### src/rtl/pmu_pkg.sv
package pmu_pkg;

   localparam int CNT_NUM    = 2;
   localparam int LO_IDX     = 0;
   localparam int HI_IDX     = 1;

   // control word bit positions
   localparam int US_BIT     = 1;
   localparam int SV_BIT     = 2;
   localparam int HV_BIT     = 3;
   localparam int IE_LSB     = 4;
   localparam int LO_SEL_LSB = 6;
   localparam int HI_SEL_LSB = 19;

   typedef enum logic [1:0] {
      CTX_USER  = 2'd0,
      CTX_SUPER = 2'd1,
      CTX_HYPER = 2'd2,
      CTX_NONE  = 2'd3
   } priv_ctx_e;

   typedef enum logic [1:0] {
      RA_CTRL = 2'd0,
      RA_CNT  = 2'd1,
      RA_STAT = 2'd2,
      RA_RSVD = 2'd3
   } reg_addr_e;

endpackage

### src/rtl/pmu_ctrl_reg.sv
module pmu_ctrl_reg
   import pmu_pkg::*;
#(
   parameter int SEL_W  = 12,
   parameter int CTRL_W = HI_SEL_LSB + SEL_W
) (
   input  logic                             clk,
   input  logic                             rst_n,
   input  logic                             wr_en,
   input  logic [CTRL_W-1:0]                wdata,
   input  logic [1:0]                       priv_ctx,
   output logic [CTRL_W-1:0]                ctrl_q,
   output logic [CNT_NUM-1:0][SEL_W-1:0]    sel_vec,
   output logic [CNT_NUM-1:0]               ie,
   output logic                             ctx_ok
);

   always_ff @(posedge clk or negedge rst_n) begin
      if (!rst_n)     ctrl_q <= '0;
      else if (wr_en) ctrl_q <= wdata;
   end

   for (genvar i = 0; i < CNT_NUM; i++) begin : g_field
      localparam int LSB = (i == HI_IDX) ? HI_SEL_LSB : LO_SEL_LSB;
      assign sel_vec[i] = ctrl_q[LSB +: SEL_W];
      assign ie[i]      = ctrl_q[IE_LSB + i];
   end

   // one permission set governs both counters
   always_comb begin
      case (priv_ctx_e'(priv_ctx))
         CTX_USER:  ctx_ok = ctrl_q[US_BIT];
         CTX_SUPER: ctx_ok = ctrl_q[SV_BIT];
         CTX_HYPER: ctx_ok = ctrl_q[HV_BIT];
         default:   ctx_ok = 1'b0;
      endcase
   end

endmodule

### src/rtl/pmu_event_counter.sv
module pmu_event_counter #(
   parameter int CNT_W      = 32,
   parameter int SEL_W      = 12,
   parameter int NUM_EVENTS = 16,
   parameter int PARK_CODE  = 'h220
) (
   input  logic                  clk,
   input  logic                  rst_n,
   input  logic                  wr_en,
   input  logic [CNT_W-1:0]      wr_val,
   input  logic [SEL_W-1:0]      sel,
   input  logic                  ctx_ok,
   input  logic [NUM_EVENTS-1:0] evt_strobe,
   output logic [CNT_W-1:0]      count,
   output logic                  wrap
);

   localparam int IDX_W = (NUM_EVENTS > 1) ? $clog2(NUM_EVENTS) : 1;
   localparam logic [SEL_W-1:0] PARK = SEL_W'(PARK_CODE);

   logic in_range;
   logic hit;
   logic inc;

   // pick the range test that fits the select width
   if (NUM_EVENTS >= (1 << SEL_W)) begin : g_full_range
      assign in_range = 1'b1;
   end else begin : g_part_range
      assign in_range = (sel < SEL_W'(NUM_EVENTS));
   end

   assign hit  = (sel != PARK) && in_range && evt_strobe[sel[IDX_W-1:0]];
   assign inc  = ctx_ok && hit && !wr_en;
   assign wrap = inc && (&count);

   always_ff @(posedge clk or negedge rst_n) begin
      if (!rst_n)      count <= '0;
      else if (wr_en)  count <= wr_val;
      else if (inc)    count <= count + CNT_W'(1);
   end

endmodule

### src/rtl/pmu_ovf_flags.sv
module pmu_ovf_flags #(
   parameter int N = 2
) (
   input  logic         clk,
   input  logic         rst_n,
   input  logic [N-1:0] wrap,
   input  logic         clr,
   input  logic [N-1:0] ie,
   output logic [N-1:0] flags,
   output logic         irq
);

   logic [N-1:0] flags_d;

   // a rollover in the clearing cycle survives the clear
   assign flags_d = clr ? wrap : (flags | wrap);

   always_ff @(posedge clk or negedge rst_n) begin
      if (!rst_n) flags <= '0;
      else        flags <= flags_d;
   end

   assign irq = |(flags & ie);

endmodule

### src/rtl/pmu_dual_counter.sv
module pmu_dual_counter
   import pmu_pkg::*;
#(
   parameter int CNT_W      = 32,
   parameter int SEL_W      = 12,
   parameter int NUM_EVENTS = 16,
   parameter int PARK_CODE  = 'h220
) (
   input  logic                  clk,
   input  logic                  rst_n,
   input  logic                  reg_wr,
   input  logic [1:0]            reg_addr,
   input  logic [2*CNT_W-1:0]    reg_wdata,
   input  logic [1:0]            reg_half,
   output logic [2*CNT_W-1:0]    reg_rdata,
   input  logic [NUM_EVENTS-1:0] evt_strobe,
   input  logic [1:0]            priv_ctx,
   output logic                  irq
);

   localparam int RD_W   = 2 * CNT_W;
   localparam int CTRL_W = HI_SEL_LSB + SEL_W;

   if (LO_SEL_LSB + SEL_W > HI_SEL_LSB) begin : g_bad_fields
      $error("select fields overlap for SEL_W=%0d", SEL_W);
   end
   if (CTRL_W > RD_W) begin : g_bad_ctrl
      $error("control word wider than read port");
   end
   if (NUM_EVENTS < 1 || NUM_EVENTS > (1 << SEL_W)) begin : g_bad_events
      $error("NUM_EVENTS out of range");
   end
   if (PARK_CODE >= (1 << SEL_W)) begin : g_bad_park
      $error("PARK_CODE does not fit in SEL_W");
   end

   logic                          ctrl_wr;
   logic                          cnt_acc;
   logic                          ctx_ok;
   logic [CTRL_W-1:0]             ctrl_q;
   logic [CNT_NUM-1:0][SEL_W-1:0] sel_vec;
   logic [CNT_NUM-1:0]            ie;
   logic [CNT_NUM-1:0]            cnt_wr;
   logic [CNT_NUM-1:0]            wrap;
   logic [CNT_NUM-1:0]            flags;
   logic [CNT_NUM-1:0][CNT_W-1:0] cnt;

   assign ctrl_wr = reg_wr && (reg_addr == RA_CTRL);
   assign cnt_acc = reg_wr && (reg_addr == RA_CNT);

   pmu_ctrl_reg #(.SEL_W(SEL_W), .CTRL_W(CTRL_W)) u_ctrl (
      .clk      (clk),
      .rst_n    (rst_n),
      .wr_en    (ctrl_wr),
      .wdata    (reg_wdata[CTRL_W-1:0]),
      .priv_ctx (priv_ctx),
      .ctrl_q   (ctrl_q),
      .sel_vec  (sel_vec),
      .ie       (ie),
      .ctx_ok   (ctx_ok)
   );

   for (genvar i = 0; i < CNT_NUM; i++) begin : g_cnt
      assign cnt_wr[i] = cnt_acc && reg_half[i];
      pmu_event_counter #(
         .CNT_W      (CNT_W),
         .SEL_W      (SEL_W),
         .NUM_EVENTS (NUM_EVENTS),
         .PARK_CODE  (PARK_CODE)
      ) u_cnt (
         .clk        (clk),
         .rst_n      (rst_n),
         .wr_en      (cnt_wr[i]),
         .wr_val     (reg_wdata[i*CNT_W +: CNT_W]),
         .sel        (sel_vec[i]),
         .ctx_ok     (ctx_ok),
         .evt_strobe (evt_strobe),
         .count      (cnt[i]),
         .wrap       (wrap[i])
      );
   end

   pmu_ovf_flags #(.N(CNT_NUM)) u_ovf (
      .clk   (clk),
      .rst_n (rst_n),
      .wrap  (wrap),
      .clr   (ctrl_wr),
      .ie    (ie),
      .flags (flags),
      .irq   (irq)
   );

   always_comb begin
      case (reg_addr_e'(reg_addr))
         RA_CTRL: reg_rdata = RD_W'(ctrl_q);
         RA_CNT:  reg_rdata = {cnt[HI_IDX], cnt[LO_IDX]};
         RA_STAT: reg_rdata = RD_W'(flags);
         default: reg_rdata = '0;
      endcase
   end

endmodule

### config.mk
export PLATFORM = sky130hd
export DESIGN_NAME = pmu_dual_counter
export DESIGN_NICKNAME = d
export VERILOG_FILES = /design/src/rtl/pmu_pkg.sv /design/src/rtl/pmu_ctrl_reg.sv /design/src/rtl/pmu_event_counter.sv /design/src/rtl/pmu_ovf_flags.sv /design/src/rtl/pmu_dual_counter.sv
export SDC_FILE = /design/constraint.sdc
export NUM_CORES = 1
export LEC_CHECK = 0
export BUFFER_PORTS_ARGS = -buffer_cell sky130_fd_sc_hd__buf_2
export CAP_MARGIN = 20
export CELL_PAD_IN_SITES_DETAIL_PLACEMENT = 1
export CELL_PAD_IN_SITES_GLOBAL_PLACEMENT = 1
export CORE_UTILIZATION = 44
export DETAILED_ROUTE_END_ITERATION = 7
export MAX_ROUTING_LAYER = met4
export PLACE_DENSITY_LB_ADDON = 0.1
export SLEW_MARGIN = 5
export SYNTH_ARGS = -nofsm -noshare
export SYNTH_HDL_FRONTEND = slang
export SYNTH_SLANG_ARGS = --single-unit
### constraint.sdc
create_clock -name clk -period 3.62 [get_ports clk]
set_clock_uncertainty 0.15 [all_clocks]
set_input_delay 0.362 -clock clk [delete_from_list [all_inputs] [get_ports clk]]
set_output_delay 0.362 -clock clk [all_outputs]
set_load 0.02 [all_outputs]
# Word level (Yosys, flattened, before mapping)
# Cells that the tools add are included.
# word_totals
regBits	97
input_bits	89
output_inout_bits	65
elab_cells	52
# classes
n_addsub	2
order_cmp	4
n_eq_ne	6
n_mux	11
bitwise	2
reduce_logical	23
# op_table
operator	count
64-bit case mux with 3 select lines	1
32-bit two-way mux	4
32-bit by 1-bit adder with 32-bit output (second input constant)	2
32-bit AND reduction	2
12-bit by 5-bit < comparator with 1-bit output (second input constant)	2
12-bit by 10-bit inequality test with 1-bit output (second input constant)	2
1-bit logical AND	14
4-bit by 5-bit < comparator with 1-bit output (second input constant)	2
1-bit binary-select mux with 4-bit select	2
2-bit by 1-bit equality test with 1-bit output (second input constant)	2
2-bit equality test (second input constant)	2
2-bit logical NOT	2
2-bit nonzero test	2
1-bit case mux with 3 select lines	1
2-bit AND	1
1-bit logical NOT	2
1-bit two-way mux	2
2-bit two-way mux	1
2-bit OR	1
2-bit OR reduction	1

# Logic depth before layout (Yosys ltp)
# depth
word_depth	8
depth_mapped	9
mapped_depth_nobuf	7

# Modules after synthesis
# A second synthesis with hierarchy kept.
# hier_totals
hier_cells	745
area_unflattened_um2	6633.9
# modules_own_cells
module	n_inst	cells_per_inst	area_per_inst_um2	seq_area_each_um2
pmu_event_counter	2	267	2207.1	800.8
pmu_ctrl_reg	1	94	1376.3	775.7
pmu_dual_counter	1	111	764.5	0.0
pmu_ovf_flags	1	6	78.8	50.0

# Least setup slack after synthesis
# No wires, ideal clock.
# synth_path
path_kind	reg2reg
startpoint	register u_ctrl.ctrl_q[6]
endpoint	register g_cnt[0].u_cnt.count[19]
setup_ns	0.137
arrival_time_ns	1.966
required_time_ns	3.333
path_slack_ns	1.367
path_stages_with_launch	10
path_buffers	3
period_less_slack_ns	2.253
path_cell_list	dfrtp_1 buf_4 mux4_2 nand2b_1 a22oi_1 buf_4 buf_4 nand4b_1 xor2_1 a21oi_1
# synth_via
elab_chain_len	6
elab_cells_between_ends	9
classes_between	1 x order compare; 1 x eq/ne; 2 x mux; 5 x reduce/logical
# synth_lines
item	line_no	text
start: declaration	pmu_ctrl_reg.sv:12	output logic [CTRL_W-1:0] ctrl_q,
start signal: assignment	pmu_ctrl_reg.sv:20	else if (wr_en) ctrl_q <= wdata;
12-bit by 5-bit < comparator with 1-bit output, or another cell as far along	pmu_event_counter.sv:29	assign in_range = (sel < SEL_W'(NUM_EVENTS));
1-bit logical AND / 1-bit two-way mux (equally long branches)	pmu_event_counter.sv:32	assign hit = (sel != PARK) && in_range && evt_strobe[sel[IDX_W-1:0]];
1-bit logical AND *	pmu_event_counter.sv:32	
1-bit logical AND * (2 in a row)	pmu_event_counter.sv:33	assign inc = ctx_ok && hit && !wr_en;
2-bit nonzero test (no source line) *	--	
end signal: assignment	pmu_event_counter.sv:38	else if (wr_en) count <= wr_val;
end signal: assignment	pmu_event_counter.sv:39	else if (inc) count <= count + CNT_W'(1);
end: declaration	pmu_event_counter.sv:14	output logic [CNT_W-1:0] count,
# Mark *: on every way between the ends. The rest lies on a longest branch, timed or not. The select of a mux whose other input is x is not followed.
# A chain may end at the register's enable or synchronous reset.

# Worst setup path after layout
# layout_path
startpoint	register u_ctrl.ctrl_q[21]
endpoint	register g_cnt[1].u_cnt.count[29]
# layout_via
elab_chain_len	6
elab_cells_between_ends	9
classes_between	1 x order compare; 1 x eq/ne; 2 x mux; 5 x reduce/logical
# layout_lines
item	line_no
12-bit by 5-bit < comparator with 1-bit output, or another cell as far along	pmu_event_counter.sv:29
1-bit logical AND / 1-bit two-way mux (equally long branches)	pmu_event_counter.sv:32
1-bit logical AND *	pmu_event_counter.sv:32
1-bit logical AND * (2 in a row)	pmu_event_counter.sv:33
2-bit nonzero test (no source line) *	--
end signal: assignment	pmu_event_counter.sv:38
end signal: assignment	pmu_event_counter.sv:39
end: declaration	pmu_event_counter.sv:14
# Marked as above.

==> flow_summary.toml <==
[sta]
finalCriticalPeriod_ps = 2856
fmaxAchievable_ghz = 0.3501
drv_slew = 0
fin_ws_ps = 763.6
worst_pin_slew_ps = 807.3
fin_tns_setup_ps = 0
relSlewSlack_pct = 46.12
setup_violations = 0
whs_ps = 111.5
hold_viol = 0
min_period_over_period_pct = 78.90
rsz0062_at_grt = "false"

[route]
drtIter0Drc = 225
route.vias.total = 5539
viasPerCell = 5.652
drt_wl_total_um = 18070
routedWlPerCell_um = 18.44
drc = 0
drtPass1Iterations = 4
drtAntennaViolNets = 0

[critical_path]
critPathLaunchType = "flop"
end_kind = "flop"
worst_path_largest_cell_delay_ps = 650
reg2reg_to = "g_cnt[1].u_cnt.count[29]$_DFFE_PN0P_"
reg2regPathDepth = 6
cp_data_arrival_time_ps = 2970
r2r_setup_slack_ps = 760
crit_chain = "mux4_2, nor2_1, o32ai_4, nand4_1, or3_1, a31oi_1"
r2r-start = "u_ctrl.ctrl_q[21]$_DFFE_PN0P_"
worst_path_max_delay_cell = "o32ai_4"
path_max_fanout = 16
critPathKind = "reg2reg"
cp.required_ps = 3730

[clock_network]
clk_pin_slew_ps = 70
cts.repair.resized = 0
clk_latency_ps = 350
cts_sinks = 97
htree_levels = 3
numCtsBuffers = 9
postCtsSetupRepairBufs = 0
cts_tree = "built"
max-clock-path-buffers = 2
ctsRootBufferMaster = "clkbuf_16"
hold_buffers = 0

[global_routing]
grt_max_degree = 84
use_met1_pct = 32.63
grt_pass1_vias = 5812
grt_remaining_overflow = 0
use_met3_pct = 3.755
grt_pass1_wl_um = 29900
track_usage_pct = 27.19
grt_util_met2_pct = 47.23
antenna_found_initial = 2
busiest_layer = "met2"

[worst_hold_path]
hold_path_depth = 3
hold_end = "g_cnt[1].u_cnt.count[26]$_DFFE_PN0P_"
hp-start = "reg_wdata[58]"
min_path_type = "in2reg"

[floorplan]
placementRows = 42
io_pins = 154
initial_utilization_pct = 45.80
die-area_um2 = 14420
core_um2 = 13400
chipHeight_um = 120.1
fp.dieW_um = 120.1

[synth]
synthCells = 659
postSynthAreaPerCell_um2 = 9.313
synth-seq-area-share_pct = 39.55
yosysUniqueCellTypes = 51
synthFlopType = "dfrtp_1"
ys_ff_latch = 97
syn_area_um2 = 6137
yosys_warnings = 0
syn_nets = 750
synth-edff-count = 0
synthArstFlopShare_pct = 100.0

[placed_design]
pre_cts_slack_ps = 802.9
gp_congestion = 0.8924
dpl.hpwl_um = 13050
port-buffer-count = 153

[final_layout]
area_growth_pct = 21.41
final_common_cell = "buf_2"
final_cell_mix = "152 x buf_2, 100 x nor2_1, 97 x dfrtp_1"
drive_gt1_share_pct = 29.84
final_nets = 888

[pwr]
p_total_mw = 3.755
p_leak_nw = 3.183
ir_drop_v = 0.0002106
powerDensity_nw_per_um2 = 504.0

[run_status]
status = "complete, no violations"

[run]
max_cap_violations = 0
## cell type report
cell class / instances / area [µm²]
repair buffers: 167 / 908.4
fillers: 1598 / 5949
well taps: 176 / 220.2
flip-flops and latches: 97 / 2427
clock buffers: 9 / 225.2
inverters: 6 / 22.52
clock inverters: 6 / 107.6
diodes: 3 / 7.507
multi-input cells: 516 / 3532
## report_power, final
group | internal [mW] | switching (mW)
Combinational | 0.474 | 0.597
Clock | 0.670 | 0.426
Sequential | 1.30 | 0.290
Total | 2.44 | 1.31
## how the worst max path moves through the flow
stage / from / endpoint / slack [ps] / depth (start not counted)
6_report: u_ctrl.ctrl_q[21]$_DFFE_PN0P_ / g_cnt[1].u_cnt.count[29]$_DFFE_PN0P_ / 760 / 6
3_5_place_dp: u_ctrl.ctrl_q[21]$_DFFE_PN0P_ / g_cnt[1].u_cnt.count[29]$_DFFE_PN0P_ / 800 / 6
2_1_floorplan: u_ctrl.ctrl_q[6]$_DFFE_PN0P_ / g_cnt[0].u_cnt.count[19]$_DFFE_PN0P_ / 1370 / 9
3_3_place_gp: u_ctrl.ctrl_q[21]$_DFFE_PN0P_ / g_cnt[1].u_cnt.count[29]$_DFFE_PN0P_ / 940 / 6
4_1_cts: u_ctrl.ctrl_q[21]$_DFFE_PN0P_ / g_cnt[1].u_cnt.count[29]$_DFFE_PN0P_ / 770 / 6
5_1_grt: u_ctrl.ctrl_q[21]$_DFFE_PN0P_ / g_cnt[1].u_cnt.count[29]$_DFFE_PN0P_ / 570 / 6
## synth_stat cells (2+ instances only)
cell | count | area share [%]
nor3b_1 | 4 | 0.49
mux2i_1 | 38 | 6.2
nand3_1 | 26 | 2.1
clkbuf_1 | 28 | 1.7
o21ai_0 | 12 | 0.98
nor4_1 | 15 | 1.5
nor2b_1 | 3 | 0.31
a21oi_1 | 56 | 4.6
nand4_1 | 22 | 2.2
mux2_2 | 33 | 6.1
nor2_1 | 100 | 6.1
and3_1 | 8 | 0.82
xnor2_1 | 36 | 5.1
and4_1 | 7 | 1.0
buf_4 | 5 | 0.61
nand3b_1 | 2 | 0.24
nor3_1 | 13 | 1.1
o22ai_1 | 3 | 0.31
and2_1 | 36 | 3.7
mux4_2 | 4 | 1.5
or3_1 | 7 | 0.71
nand2_1 | 26 | 1.6
buf_1 | 5 | 0.31
inv_1 | 6 | 0.37
nor4_2 | 7 | 1.4
or4b_1 | 2 | 0.33
nor4_4 | 2 | 0.69
nand4b_1 | 4 | 0.57
xor2_1 | 18 | 2.6
a31oi_1 | 8 | 0.82
a221oi_2 | 2 | 0.49
nor4b_1 | 3 | 0.43
nand2b_1 | 3 | 0.31
ha_1 | 2 | 0.41
dfrtp_1 | 97 | 40
## state kept, by name, summed over array words and instances, names as in the netlist
name / cells
g_cnt.u_cnt.count: 64
u_ctrl.ctrl_q: 31
u_ovf.flags: 2
## routing by layer
metal | up-vias | share of wire, %
li1 | 2643 | -
met1 | 2756 | 43
met2 | 117 | 51
met3 | 23 | 3.7
met4 | 0 | 1.5
met5 | - | 0
## cells by family after synthesis
logic type | count (synthesis) | synth area share, %
AND/OR/NAND/NOR | 296 | 26.77
flip-flops | 97 | 39.55
AO/OA/AOI/OAI | 89 | 8.583
multiplexers | 75 | 13.72
XOR/XNOR | 54 | 7.706
buffers and inverters | 46 | 3.262
adder cells (fa/ha/maj) | 2 | 0.4077
## metrics by stage
step / utilization [%] / cells / cell area (µm²)
after floorplan: - / 659 / 6137
after global placement: 52.78 / 960 / 7073
after detailed placement: 52.78 / 960 / 7073
after CTS: 55.27 / 975 / 7406
after global routing: 55.58 / 979 / 7448
final: 55.60 / 980 / 7451
## critical path: cells and delay by family, from the launching register on
kind | cells | cell delay [ps]
flip-flops | 1 | 510
AO/OA/AOI/OAI | 2 | 840
AND/OR/NAND/NOR | 3 | 880
multiplexers | 1 | 380
Power figures use the tool's default switching activity.
